$ cat config.mk
export PLATFORM = sky130hd
export DESIGN_NAME = sram_lane_ctrl
export DESIGN_NICKNAME = d
export VERILOG_FILES = /design/src/rtl/sram_lane_ctrl.sv
export SDC_FILE = /design/constraint.sdc
export NUM_CORES = 1
export LEC_CHECK = 0
export BUFFER_PORTS_ARGS = -buffer_cell sky130_fd_sc_hd__buf_2
export CAP_MARGIN = 15
export CORE_ASPECT_RATIO = 0.6
export CORE_MARGIN = 5
export CORE_UTILIZATION = 29
export CTS_CLUSTER_DIAMETER = 60
export DETAILED_ROUTE_END_ITERATION = 8
export PLACE_DENSITY = 0.55
export SETUP_SLACK_MARGIN = 0.02
export SLEW_MARGIN = 20
export SYNTH_ARGS = -nofsm -noshare
export SYNTH_HDL_FRONTEND = slang
export SYNTH_SLANG_ARGS = --single-unit
$ cat constraint.sdc
create_clock -name clk -period 5.2 [get_ports clk]
set_input_delay 0.52 -clock clk [delete_from_list [all_inputs] [get_ports clk]]
set_output_delay 0.52 -clock clk [all_outputs]
set_load 0.005 [all_outputs]
$ cat src/rtl/sram_lane_ctrl.sv
module sram_lane_ctrl #(
  parameter int ADDR_W        = 17,
  parameter int CLK_PERIOD_NS = 4,
  parameter int ACCESS_NS     = 70
) (
  input  logic              clk,
  input  logic              rst_n,
  input  logic              req_valid,
  output logic              req_ready,
  input  logic              req_write,
  input  logic [ADDR_W-1:0] req_addr,
  input  logic [15:0]       req_wdata,
  input  logic [1:0]        req_be,
  output logic              rsp_valid,
  output logic [15:0]       rsp_rdata,
  output logic [ADDR_W-1:0] mem_addr,
  output logic              mem_ce_n,
  output logic              mem_we_n,
  output logic              mem_oe_n,
  output logic              mem_ub_n,
  output logic              mem_lb_n,
  output logic [15:0]       mem_dq_out,
  input  logic [15:0]       mem_dq_in,
  output logic              mem_dq_oe
);

  localparam int WAIT_CYC = (ACCESS_NS + CLK_PERIOD_NS - 1) / CLK_PERIOD_NS;
  localparam int CNT_W    = $clog2(WAIT_CYC + 1);

  typedef enum logic [2:0] {
    ST_IDLE, ST_TURN, ST_SETUP, ST_ACCESS, ST_HOLD, ST_RESP
  } state_t;

  state_t            state;
  logic [CNT_W-1:0]  cnt;
  logic              wr_q, have_prev, prev_wr;
  logic [ADDR_W-1:0] addr_q;
  logic [15:0]       wdata_q, rdata_q;
  logic [1:0]        be_q;

  wire accept  = req_valid && state == ST_IDLE;
  wire active  = state == ST_SETUP || state == ST_ACCESS || state == ST_HOLD;
  wire last_wt = state == ST_ACCESS && cnt == '0;

  always_ff @(posedge clk or negedge rst_n) begin
    if (!rst_n) begin
      state     <= ST_IDLE;
      cnt       <= '0;
      wr_q      <= 1'b0;
      have_prev <= 1'b0;
      prev_wr   <= 1'b0;
      addr_q    <= '0;
      wdata_q   <= '0;
      rdata_q   <= '0;
      be_q      <= '0;
    end else begin
      case (state)
        ST_IDLE: if (accept) begin
          wr_q    <= req_write;
          addr_q  <= req_addr;
          wdata_q <= req_wdata;
          be_q    <= req_be;
          rdata_q <= '0;
          if (req_be == 2'b00) begin
            state <= ST_RESP;
          end else begin
            have_prev <= 1'b1;
            prev_wr   <= req_write;
            state     <= (have_prev && prev_wr != req_write) ? ST_TURN : ST_SETUP;
          end
        end
        ST_TURN:  state <= ST_SETUP;
        ST_SETUP: begin
          cnt   <= CNT_W'(WAIT_CYC - 1);
          state <= ST_ACCESS;
        end
        ST_ACCESS: begin
          if (cnt == '0) begin
            if (wr_q) begin
              state <= ST_HOLD;
            end else begin
              rdata_q <= {be_q[1] ? mem_dq_in[15:8] : 8'h00,
                          be_q[0] ? mem_dq_in[7:0]  : 8'h00};
              state   <= ST_RESP;
            end
          end else begin
            cnt <= cnt - 1'b1;
          end
        end
        ST_HOLD:  state <= ST_RESP;
        default:  state <= ST_IDLE;
      endcase
    end
  end

  assign req_ready  = state == ST_IDLE;
  assign rsp_valid  = state == ST_RESP;
  assign rsp_rdata  = rdata_q;
  assign mem_addr   = addr_q;
  assign mem_ce_n   = !active;
  assign mem_lb_n   = !(active && be_q[0]);
  assign mem_ub_n   = !(active && be_q[1]);
  assign mem_we_n   = !(state == ST_ACCESS && wr_q);
  assign mem_oe_n   = !(state == ST_ACCESS && !wr_q);
  assign mem_dq_oe  = active && wr_q;
  assign mem_dq_out = wdata_q;

  assert_standby_when_ready_R1: assert property (@(posedge clk) disable iff (!rst_n)
    req_ready |-> (mem_ce_n && mem_we_n && mem_oe_n && mem_ub_n && mem_lb_n && !mem_dq_oe));

  assert_setup_before_we_R2: assert property (@(posedge clk) disable iff (!rst_n)
    $fell(mem_we_n) |-> ($past(!mem_ce_n) && $past(mem_dq_oe) && $stable(mem_addr)
                         && $stable(mem_dq_out) && $stable(mem_ub_n) && $stable(mem_lb_n)));

  assert_hold_after_we_R2: assert property (@(posedge clk) disable iff (!rst_n)
    $rose(mem_we_n) |-> (!mem_ce_n && mem_dq_oe && $stable(mem_addr)
                         && $stable(mem_dq_out) && $stable(mem_ub_n) && $stable(mem_lb_n)));

  assert_no_drive_with_oe_R3: assert property (@(posedge clk) disable iff (!rst_n)
    (mem_dq_oe || !mem_we_n) |-> mem_oe_n);

  assert_read_no_we_R4: assert property (@(posedge clk) disable iff (!rst_n)
    !mem_oe_n |-> (mem_we_n && !mem_dq_oe && !mem_ce_n));

  assert_noop_silent_R6: assert property (@(posedge clk) disable iff (!rst_n)
    (req_valid && req_ready && req_be == 2'b00) |=> (mem_ce_n && rsp_valid));

  assert_busy_until_done_R8: assert property (@(posedge clk) disable iff (!rst_n)
    (req_valid && req_ready) |=> !req_ready);

  assert_rsp_pulse_R9: assert property (@(posedge clk) disable iff (!rst_n)
    rsp_valid |=> (!rsp_valid && req_ready));

endmodule

==> reports/results.md, run 1 <==
• finished, final reports clean — outcome
• 4.21% — fraction of the mapped netlist area in compound gates
• 0 — final number of max-transition violations
• 0 — number of instances resized during post-cts repair
• 0 ns — Post-Route Setup TNS
• done — clock tree from TritonCTS
• 0 — antenna cell count
• 214 — Post-Syn Instances
• 3 — H-Tree Level Count
• 134 um — width of the die
• 11300 um2 — die area
• 5.40 ns — required time worst endpoint
• 0.72 ns — Largest stage delay, worst path
• false — RSZ-0062 raised after global routing
• 0 — setup violation total in the final timing report
• 112 — number of top-level design ports
• 2.90 ns — pre-CTS WS
• register to register — critical path type
• 2680 um2 — synthesized area
• or4b_2 -> buf_4 -> nor2_1 -> mux2_2 — worst-path cell chain
• 4520 um — detailed placement HPWL
• 62 — clock sink count
• 44.0% — Period Utilization, post-route
• 63 — largest net degree at the start of global routing
• 270 — Post-Syn Nets
• 2067 — number of global-route vias before repair
• 0 — Synth Warn #
• 2.91 ns — smallest setup slack after layout
• 0.367 ns — final-layout worst hold slack
• 0 — number of buffers inserted by hold repair at cts
• 2.29 ns — final critical-path required period
• register — Worst setup SP type
• register — Setup crit end kind
• 62 — register bit total from synthesis
• 10400 um — first-pass GRT wire length
• 0.220 mV — worst vdd rail ir drop
• 4 — number of detailed-routing iterations run before antenna repair
• 21.5% — portion of netlist area occupied by mux cells
• 6420 um — sum of routed wire length over all layers
• 11.0% — simple-gate area share of the yosys netlist
• 0.970 ns — slew of the pin with the lowest slew margin
• 0 — total of max-cap violations
• 0.05 ns — clock slew seen by the registers of the worst setup and hold paths
• 111 — Port Buffer Count
• 0 — number of remaining DRC errors
• 9 — CTS Buf Count
• prev_wr$_DFFE_PN0P_ — FF-to-FF End
• 29.5% — starting utilization of the core area
• 0.00473 ns — clock skew after layout
• 12.5 um2 — average size of a mapped cell
• 33.3% — layout overhead on the synthesized area
• 9090 um2 — core footprint
• 0.748 — Final GP Congestion
• sky130_fd_sc_hd__dfrtp_1 — library cell with the largest summed area after synthesis
• 4 — depth of the worst register-to-register path
• sky130_fd_sc_hd__or4b_2 — critical-path cell with the highest stage delay
• 897 — fill cell count
• sky130_fd_sc_hd__clkbuf_16 — Root Buffer Master
• input port to asynchronous set/reset pin — Worst Hold Class
• 0.467% — share of synthesized cell area in full adder, half adder and majority cells
• multiplexers — largest family of logic cells by synthesized area
• state[0]$_DFFE_PN0P_ — Worst R2R Start
• 4.44 — average via count per standard cell
• 34.5% — Worst slew margin
• 2 — Max Root-Sink Buffers
• 11.6% — global-route usage over all layers
• 53 — maximum net fanout on the critical path
• 1.89 nW — leakage power
• 57.9% — share of the synthesized area in the top cell type
• 380 — Final #Nets
• 2.91 ns — FF-to-FF setup slack
• 0.32 ns — latest clock arrival within the worst-skew pair
• 2.49 ns — worst path arrival time
• 96 — number of design-rule violations left by the first detailed-router iteration
• 1977 — total via count after detailed routing
• 0.327% — area share of xor/xnor cells in the synthesized design
• 1.98 mW — post-route total power
• 437 MHz — maximum clock frequency
• 0 — initial antenna violation count
• sky130_fd_sc_hd__dfrtp_1 (58%), sky130_fd_sc_hd__mux2_2 (16%), sky130_fd_sc_hd__mux2i_1 (6.0%) — leading post-synthesis cells by cell area
• 51.4% — layout cells sized above 1
• 57.9% — sequential area share after synthesis
• 14.4 um — WL per Instance
• 554 nW/um2 — cell area power density
• 0 — Hold Vio Cnt, Final
• 0 — sum of overflow across all layers after global routing
• 38 — Synth cell types
• 0 — Setup Fix Bufs, Post-CTS
• 27 — standard-cell rows
• 84.4 um — Die Span Y
• 0 — remaining number of nets flagged by the antenna check after routing
-- power breakdown --
part | total [mW] | internal (mW) | switching, mW
clock network | 0.547 | 0.347 | 0.200
logic | 0.590 | 0.336 | 0.254
registers | 0.840 | 0.686 | 0.154
-- worst max-delay path, delay by kind of cell, from the launching register on --
family | cells | cell delay (ns)
buffers and inverters | 1 | 0.34
DFF | 1 | 0.55
muxes | 1 | 0.35
and+or+nand+nor | 2 | 0.92
-- layer usage --
metal	vias up	wire, um	global-route usage, %	share of wire (%)
met5	-	0	0	0
met4	0	63	3.33	0.98
met3	8	558	6.11	8.7
met2	73	2580	15.8	40
met1	939	3220	16.1	50
li1	957	-	-	-
-- worst max-delay path by stage --
| stage | startpoint | end | slack [ns] | depth (start not counted) |
|---|---|---|---|---|
| 2_1_floorplan | cnt[0]$_DFFE_PN0P_ | rsp_rdata[10]$_DFFE_PN0P_ | 3.18 | 7 |
| 3_3_place_gp | state[0]$_DFFE_PN0P_ | prev_wr$_DFFE_PN0P_ | 2.96 | 4 |
| 3_5_place_dp | state[0]$_DFFE_PN0P_ | prev_wr$_DFFE_PN0P_ | 2.90 | 4 |
| 4_1_cts | state[0]$_DFFE_PN0P_ | prev_wr$_DFFE_PN0P_ | 2.89 | 4 |
| 5_1_grt | state[0]$_DFFE_PN0P_ | prev_wr$_DFFE_PN0P_ | 2.78 | 4 |
| 6_report | state[0]$_DFFE_PN0P_ | prev_wr$_DFFE_PN0P_ | 2.91 | 4 |
-- state kept, by name, indices dropped and copies added, names as in the netlist --
signal,count
mem_dq_out,16
state,3
have_prev,1
mem_addr,17
be_q,2
rsp_rdata,16
cnt,5
wr_q,1
prev_wr,1
-- cells by family (layout without fill, tap and decap cells) --
| group | count (synthesis) | in the layout |
|---|---|---|
| flops | 62 | 62 |
| simple gates | 62 | 62 |
| mux | 53 | 53 |
| buf+inv | 19 | 134 |
| compound gates | 16 | 16 |
| fa+ha+maj | 1 | 1 |
| xor+xnor | 1 | 1 |
-- layout make-up --
cell class,instances,area [um2],area share (%)
clock buffer,13,260,7.29
clock inverter,3,18.8,0.526
inverter,5,18.8,0.526
multi-input combinational,133,1000,28.1
sequential,62,1550,43.5
tap,116,145,4.07
timing repair buffer,113,571,16.0
-- per-stage QoR --
stage	area [um2]	instances	utilization (%)
floorplan	2680	214	-
global placement	3290	429	36.2
detailed placement	3290	429	36.2
CTS	3570	445	39.3
global route	3570	445	39.3
finish	3570	445	39.3
-- synthesized netlist by cell type, drive strengths merged --
cell,count
a21o,1
a21oi,3
a2bb2oi,1
a311oi,1
and2,1
and3,1
buf,10
clkbuf,4
dfrtp,62
ha,1
inv,5
mux2,37
mux2i,16
nand2,40
nand2b,1
nand3,3
nor2,3
nor2b,2
nor3,3
nor3b,1
nor4b,1
o21ai,3
o22a,1
o22ai,1
o311ai,1
o31a,1
o31ai,1
o41ai,2
or2,1
or3,2
or4,1
or4b,2
xor2,1
-- layout by cell type, fill, tap and decap left out, types with 2 or more instances in the layout --
master / n
sky130_fd_sc_hd__buf_2: 111
sky130_fd_sc_hd__dfrtp_1: 62
sky130_fd_sc_hd__nand2_1: 40
sky130_fd_sc_hd__mux2_2: 37
sky130_fd_sc_hd__mux2i_1: 16
sky130_fd_sc_hd__clkbuf_16: 9
sky130_fd_sc_hd__inv_1: 5
sky130_fd_sc_hd__nor3_1: 3
sky130_fd_sc_hd__nor2_1: 3
sky130_fd_sc_hd__nand3_1: 3
sky130_fd_sc_hd__a21oi_1: 3
sky130_fd_sc_hd__o21ai_0: 3
sky130_fd_sc_hd__nor2b_1: 2
sky130_fd_sc_hd__o41ai_1: 2
sky130_fd_sc_hd__clkbuf_8: 2
sky130_fd_sc_hd__clkbuf_1: 2
sky130_fd_sc_hd__clkinv_2: 2
sky130_fd_sc_hd__buf_4: 2
(Power assumes the default switching activity.)
==> run 2, diff against run 1 <==
clock period = 2.3 ns   (was 5.2 ns; I/O delays follow)
==> run 2 against run 1 <==
  * Utilization increased by 0.81 points
  * Routed wire length decreased by 0.44%
  * Highest routed layer unchanged
  * Sequential share of layout area decreased by 0.88 points
  * Register-to-register slack lost 2.7 ns
  * Combinational power grew 130%
  * Critical endpoint is now rsp_rdata[9]$_DFFE_PN0P_
  * Flip-flop and latch count did not move
==> reports/results.md, run 2 (synthesized netlist as in run 1, its figures left out) <==
• finished, final reports clean — outcome, unchanged
• 10600 um — first-pass GRT wire length, was 10400 um
• 5 — depth of the worst register-to-register path, was 4
• sky130_fd_sc_hd__or4_4 — critical-path cell with the highest stage delay, was sky130_fd_sc_hd__or4b_2
• 0.481 mV — worst vdd rail ir drop, was 0.220 mV
• 482 MHz — maximum clock frequency, was 437 MHz
• 6390 um — sum of routed wire length over all layers, was 6420 um
• 0.417 ns — slew of the pin with the lowest slew margin, was 0.970 ns
• 11.9% — global-route usage over all layers, was 11.6%
• 32 — largest net degree at the start of global routing, was 63
• 0.247 ns — pre-CTS WS, was 2.90 ns
• 51.8% — layout cells sized above 1, was 51.4%
• 0 — initial antenna violation count, unchanged
• 40.2% — sequential cell fraction of total power, was 42.5%
• 1.92 nW — leakage power, was 1.89 nW
• 89 — number of design-rule violations left by the first detailed-router iteration, was 96
• 877 — fill cell count, was 897
• 0.761 — Final GP Congestion, was 0.748
• 0.05 ns — clock slew seen by the registers of the worst setup and hold paths, about the same
• 0 — final number of max-transition violations, unchanged
• 16 — maximum net fanout on the critical path, was 53
• 1270 nW/um2 — cell area power density, was 554 nW/um2
• 0.23 ns — FF-to-FF setup slack, was 2.91 ns
• 90.1% — Period Utilization, post-route, was 44.0%
• 29.6% — net switching share of the total power, was 30.8%
• 0.00404 ns — clock skew after layout, was 0.00473 ns
• 0.227 ns — smallest setup slack after layout, was 2.91 ns
• sky130_fd_sc_hd__clkbuf_16 — Root Buffer Master, unchanged
• 2.26 ns — worst path arrival time, was 2.49 ns
• 36.1% — layout overhead on the synthesized area, was 33.3%
• mem_addr[8]$_DFFE_PN0P_ — Worst Hold Path EP
• register to register — critical path type, unchanged
• inv_1 -> ha_1 -> or4b_4 -> or4_4 -> mux2i_1 — worst-path cell chain, was or4b_2 -> buf_4 -> nor2_1 -> mux2_2
• 4.53 — average via count per standard cell, was 4.44
• 0 — antenna cell count, unchanged
• 0 — sum of overflow across all layers after global routing, unchanged
• 112 — number of top-level design ports, unchanged
• 62 — clock sink count, unchanged
• 2 — Max Root-Sink Buffers, unchanged
• 134 um — width of the die, unchanged
• 14.2 um — WL per Instance, was 14.4 um
• rsp_rdata[9]$_DFFE_PN0P_ — FF-to-FF End, was prev_wr$_DFFE_PN0P_
• 84.4 um — Die Span Y, unchanged
• 1.37 mW — net switching power, was 0.608 mW
• register — Worst setup SP type, unchanged
• 72.2% — Worst slew margin, was 34.5%
• sky130_fd_sc_hd__buf_2 (111), sky130_fd_sc_hd__dfrtp_1 (62), sky130_fd_sc_hd__nand2_1 (40) — most used cells in the layout excluding fill and tap cells, unchanged
• 386 — Final #Nets, was 380
• simple AND/OR/NAND/NOR gates — kind of cell with the highest combined delay on the critical path, unchanged
• sky130_fd_sc_hd__buf_2 — commonest non-fill, non-tap cell in the layout, unchanged
• 2 — Hold Path Stages
• done — clock tree from TritonCTS, unchanged
• 11300 um2 — die area, unchanged
• 0 — remaining number of nets flagged by the antenna check after routing, unchanged
• input port to register — Worst Hold Class, was input port to asynchronous set/reset pin
• 29.5% — starting utilization of the core area, unchanged
• 9 — CTS Buf Count, unchanged
• register — Setup crit end kind, unchanged
• false — RSZ-0062 raised after global routing, unchanged
• 9090 um2 — core footprint, unchanged
• 4760 um — detailed placement HPWL, was 4520 um
• req_addr[8] — Hold Path Origin
• 3 — H-Tree Level Count, unchanged
• 27 — standard-cell rows, unchanged
• 5 — path length in cells of the critical path, was 4
• 30.1% — fraction of power consumed by the clock network, was 27.7%
• 0 — Hold Vio Cnt, Final, unchanged
• 0 ns — Post-Route Setup TNS, unchanged
• 0.60 ns — Largest stage delay, worst path, was 0.72 ns
• 111 — Port Buffer Count, unchanged
• 1 — worst path buffer plus inverter count, unchanged
• 17 — max FFs per register, unchanged
• 0 — Setup Fix Bufs, Post-CTS, unchanged
• 29.7% — Comb pwr share, was 29.8%
• cnt[0]$_DFFE_PN0P_ — Worst R2R Start, was state[0]$_DFFE_PN0P_
• 2.49 ns — required time worst endpoint, was 5.40 ns
• 3.27 mW — internal portion of total power, was 1.37 mW
• 2037 — total via count after detailed routing, was 1977
• 450 — number of non-filler instances in the completed layout, was 445
• 2071 — number of global-route vias before repair, was 2067
• 0 — number of remaining DRC errors, unchanged
• 0 — setup violation total in the final timing report, unchanged
• 40.1% — utilization after layout, was 39.3%
• 434 — number of cells in the design after placement, was 429
• 4 — number of detailed-routing iterations run before antenna repair, unchanged
• 0.32 ns — latest clock arrival within the worst-skew pair, about the same
• 0 — total of max-cap violations, unchanged
• 2.07 ns — final critical-path required period, was 2.29 ns
## run 2: changes by cell type in the layout (fill, tap and decap cells not counted)
| cell | change |
|---|---|
| sky130_fd_sc_hd__buf_4 | +5 |
| sky130_fd_sc_hd__bufinv_16 | +2 |
| sky130_fd_sc_hd__clkbuf_8 | -2 |
| sky130_fd_sc_hd__clkinv_2 | -1 |
| sky130_fd_sc_hd__clkinv_4 | -1 |
| sky130_fd_sc_hd__clkinvlp_4 | +1 |
| sky130_fd_sc_hd__dlygate4sd3_1 | +1 |
## run 2: final cells by class
| type | instances | area [um2] | area share, % |
|---|---|---|---|
| sequential | 62 | 1550 | 42.6 |
| multi-input combinational | 133 | 1000 | 27.6 |
| timing repair buffer | 119 | 618 | 17.0 |
| clock buffer | 11 | 233 | 6.39 |
| tap | 116 | 145 | 3.98 |
| clock inverter | 4 | 72.6 | 1.99 |
| inverter | 5 | 18.8 | 0.515 |
## run 2: repair_timing
item	4_1_cts	5_1_grt
endpoints found under the hold margin	2	0
gates resized for setup	0	0
hold buffers	1	0
endpoints found under the setup margin	0	0
## run 2: stage by stage
step                cell area [um2]  hold WS, ns  total power [mW]
finish                         3640        0.137              4.64
global route                   3640        0.119              4.99
CTS                            3640        0.123              4.71
detailed placement             3330       0.0508              3.28
global placement               3330       0.0514              3.25
floorplan                      2680      -0.0656              2.60
## run 2: power groups by stage
stage / Combinational (mW) / Clock [mW] / Sequential [mW]
final: 1.38 / 1.40 / 1.87
after global routing: 1.55 / 1.50 / 1.94
after floorplan: 0.771 / 0 / 1.83
after detailed placement: 1.41 / 0 / 1.87
after CTS: 1.41 / 1.44 / 1.86
after global placement: 1.38 / 0 / 1.87
## run 2: worst max-delay path by stage
| stage | start | endpoint |
|---|---|---|
| final | cnt[0]$_DFFE_PN0P_ | rsp_rdata[9]$_DFFE_PN0P_ |
| after global placement | cnt[0]$_DFFE_PN0P_ | rsp_rdata[12]$_DFFE_PN0P_ |
| after detailed placement | cnt[0]$_DFFE_PN0P_ | rsp_rdata[5]$_DFFE_PN0P_ |
| after global routing | cnt[0]$_DFFE_PN0P_ | rsp_rdata[2]$_DFFE_PN0P_ |
| after floorplan | cnt[0]$_DFFE_PN0P_ | rsp_rdata[10]$_DFFE_PN0P_ |
| after CTS | cnt[0]$_DFFE_PN0P_ | rsp_rdata[5]$_DFFE_PN0P_ |
## run 2: metal layers
| metal | part of all wire (%) | track usage (%) | vias to the layer above |
|---|---|---|---|
| li1 | - | - | 971 |
| met2 | 40 | 16.4 | 83 |
| met3 | 10 | 6.17 | 8 |
| met4 | 1.4 | 3.60 | 0 |
| met5 | 0 | 0 | - |
| met1 | 48 | 16.3 | 975 |
==> run 3, diff against run 2 <==
CAP_MARGIN = 20   (was 15)
PLACE_DENSITY = default   (was 0.55)
clock period = 2.22 ns   (was 2.3 ns; I/O delays follow)
==> run 3 against run 2 <==
  * Via count decreased by 0.93%
  * Combinational power up 4%
  * Design area down 0.79%
  * Global-route usage fell by 0.28 points
  * Hold slack lost 0.0073 ns
  * Critical path depth is the same
  * Sequential power increased by 2%
  * Critical endpoint is now rsp_rdata[15]$_DFFE_PN0P_
==> reports/results.md, run 3 (synthesized netlist as in run 1, its figures left out) <==
• finished, final reports clean — outcome, unchanged
• sky130_fd_sc_hd__buf_2 — commonest non-fill, non-tap cell in the layout, unchanged
• sky130_fd_sc_hd__clkbuf_16 — Root Buffer Master, unchanged
• 111 — Port Buffer Count, unchanged
• 17 — max FFs per register, unchanged
• 0 — sum of overflow across all layers after global routing, unchanged
• 0 — remaining number of nets flagged by the antenna check after routing, unchanged
• 39.8% — utilization after layout, was 40.1%
• 0 — Hold Vio Cnt, Final, unchanged
• 0 — number of remaining DRC errors, unchanged
• 84.4 um — Die Span Y, unchanged
• 62 — clock sink count, unchanged
• 0.622 ns — slew of the pin with the lowest slew margin, was 0.417 ns
• 4.48 — average via count per standard cell, was 4.53
• 134 um — width of the die, unchanged
• 450 — number of non-filler instances in the completed layout, unchanged
• false — RSZ-0062 raised after global routing, unchanged
• 11300 um2 — die area, unchanged
• 0 — Setup Fix Bufs, Post-CTS, unchanged
• 0 — setup violation total in the final timing report, unchanged
• 1280 nW/um2 — cell area power density, was 1270 nW/um2
• input port to register — Worst Hold Class, unchanged
• 4800 um — detailed placement HPWL, was 4760 um
• 2.24 ns — worst path arrival time, was 2.26 ns
• 0.17 ns — FF-to-FF setup slack, was 0.23 ns
• 58.5% — Worst slew margin, was 72.2%
• 9090 um2 — core footprint, unchanged
• 0 — initial antenna violation count, unchanged
• 386 — Final #Nets, unchanged
• 2.41 ns — required time worst endpoint, was 2.49 ns
• 92.2% — Period Utilization, post-route, was 90.1%
• sky130_fd_sc_hd__buf_2 (111), sky130_fd_sc_hd__dfrtp_1 (62), sky130_fd_sc_hd__nand2_1 (40) — most used cells in the layout excluding fill and tap cells, unchanged
• 2.05 ns — final critical-path required period, was 2.07 ns
• 877 — fill cell count, unchanged
• 11.7% — global-route usage over all layers, was 11.9%
• 0 — antenna cell count, unchanged
• register — Setup crit end kind, unchanged
• 35.0% — layout overhead on the synthesized area, was 36.1%
• 29.5% — starting utilization of the core area, unchanged
• 1.91 nW — leakage power, was 1.92 nW
• 0.506 mV — worst vdd rail ir drop, was 0.481 mV
• 0.754 — Final GP Congestion, was 0.761
• done — clock tree from TritonCTS, unchanged
• 9 — CTS Buf Count, unchanged
• register — Worst setup SP type, unchanged
• 0 ns — Post-Route Setup TNS, unchanged
• 14.0 um — WL per Instance, was 14.2 um
• 0.32 ns — latest clock arrival within the worst-skew pair, about the same
• 6320 um — sum of routed wire length over all layers, was 6390 um
• 16 — maximum net fanout on the critical path, unchanged
• 120 — number of design-rule violations left by the first detailed-router iteration, was 89
• 3 — H-Tree Level Count, unchanged
• 0 — total of max-cap violations, unchanged
• 27 — standard-cell rows, unchanged
• register to register — critical path type, unchanged
• 4 — number of detailed-routing iterations run before antenna repair, unchanged
• 0.00413 ns — clock skew after layout, was 0.00404 ns
• 112 — number of top-level design ports, unchanged
• 2 — Max Root-Sink Buffers, unchanged
• 434 — number of cells in the design after placement, unchanged
• 52.1% — layout cells sized above 1, was 51.8%
• 2018 — total via count after detailed routing, was 2037
• 10400 um — first-pass GRT wire length, was 10600 um
• 489 MHz — maximum clock frequency, was 482 MHz
• 0.130 ns — final-layout worst hold slack, was 0.137 ns
• 2074 — number of global-route vias before repair, was 2071
• 0.05 ns — clock slew seen by the registers of the worst setup and hold paths, about the same
• 30 — largest net degree at the start of global routing, was 32
• 0 — final number of max-transition violations, unchanged
[run 3: cell count changes in the layout (fill, tap and decap cells not counted), sizes merged]
cell,before,now
bufinv,2,0
clkbuf,11,12
clkinvlp,1,2
[run 3: per-stage QoR]
stage               setup slack [ns]  area [um2]  total power [mW]
CTS                            0.157        3610              4.71
floorplan                      0.202        2680              2.69
global placement               0.217        3330              3.34
detailed placement             0.168        3330              3.39
global route                  0.0815        3610              4.97
finish                         0.173        3610              4.62
[run 3: timing repair]
item | 4_1_cts | 5_1_grt
resized for setup | 0 | 0
hold buffers | 1 | 0
setup endpoints to repair | 0 | 0
hold endpoints to repair | 25 | 0
[run 3: layout make-up]
cell class / count / area [um2] / area share (%)
Clock buffer: 12 / 256 / 7.10
Clock inverter: 3 / 20.0 / 0.554
Inverter: 5 / 18.8 / 0.519
Multi-Input combinational cell: 133 / 1000 / 27.8
Sequential cell: 62 / 1550 / 42.9
Tap cell: 116 / 145 / 4.02
Timing Repair Buffer: 119 / 618 / 17.1
[run 3: routing by layer]
layer / wire length, um / GRT usage (%)
met4: 92 / 4.44
met2: 2550 / 16.0
met1: 3040 / 15.7
met5: 0 / 0
met3: 634 / 5.93
[run 3: power breakdown]
group / internal [mW] / switching (mW)
clock: 0.807 / 0.468
combinational: 0.805 / 0.626
sequential: 1.61 / 0.307
total: 3.22 / 1.40
[run 3: worst max-delay path, cell delays in order, from the launching register on]
cell                      delay, ns
sky130_fd_sc_hd__dfrtp_1       0.40
sky130_fd_sc_hd__inv_1         0.07
sky130_fd_sc_hd__ha_1          0.19
sky130_fd_sc_hd__or4b_4        0.48
sky130_fd_sc_hd__or4_4         0.60
sky130_fd_sc_hd__mux2i_1       0.18
[run 3: path summary, 6_finish.rpt]
| check | cells past startpoint | endpoint | start |
|---|---|---|---|
| setup / recovery | 5 | rsp_rdata[15]$_DFFE_PN0P_ | cnt[0]$_DFFE_PN0P_ |
| hold / removal | 2 | mem_dq_out[5]$_DFFE_PN0P_ | req_wdata[5] |
| setup reg to reg | 5 | rsp_rdata[15]$_DFFE_PN0P_ | cnt[0]$_DFFE_PN0P_ |
| hold reg to reg | 1 | have_prev$_DFFE_PN0P_ | have_prev$_DFFE_PN0P_ |
| max in group asynchronous | 3 | mem_dq_out[9]$_DFFE_PN0P_ | rst_n |
| min in group asynchronous | 2 | rsp_rdata[10]$_DFFE_PN0P_ | rst_n |
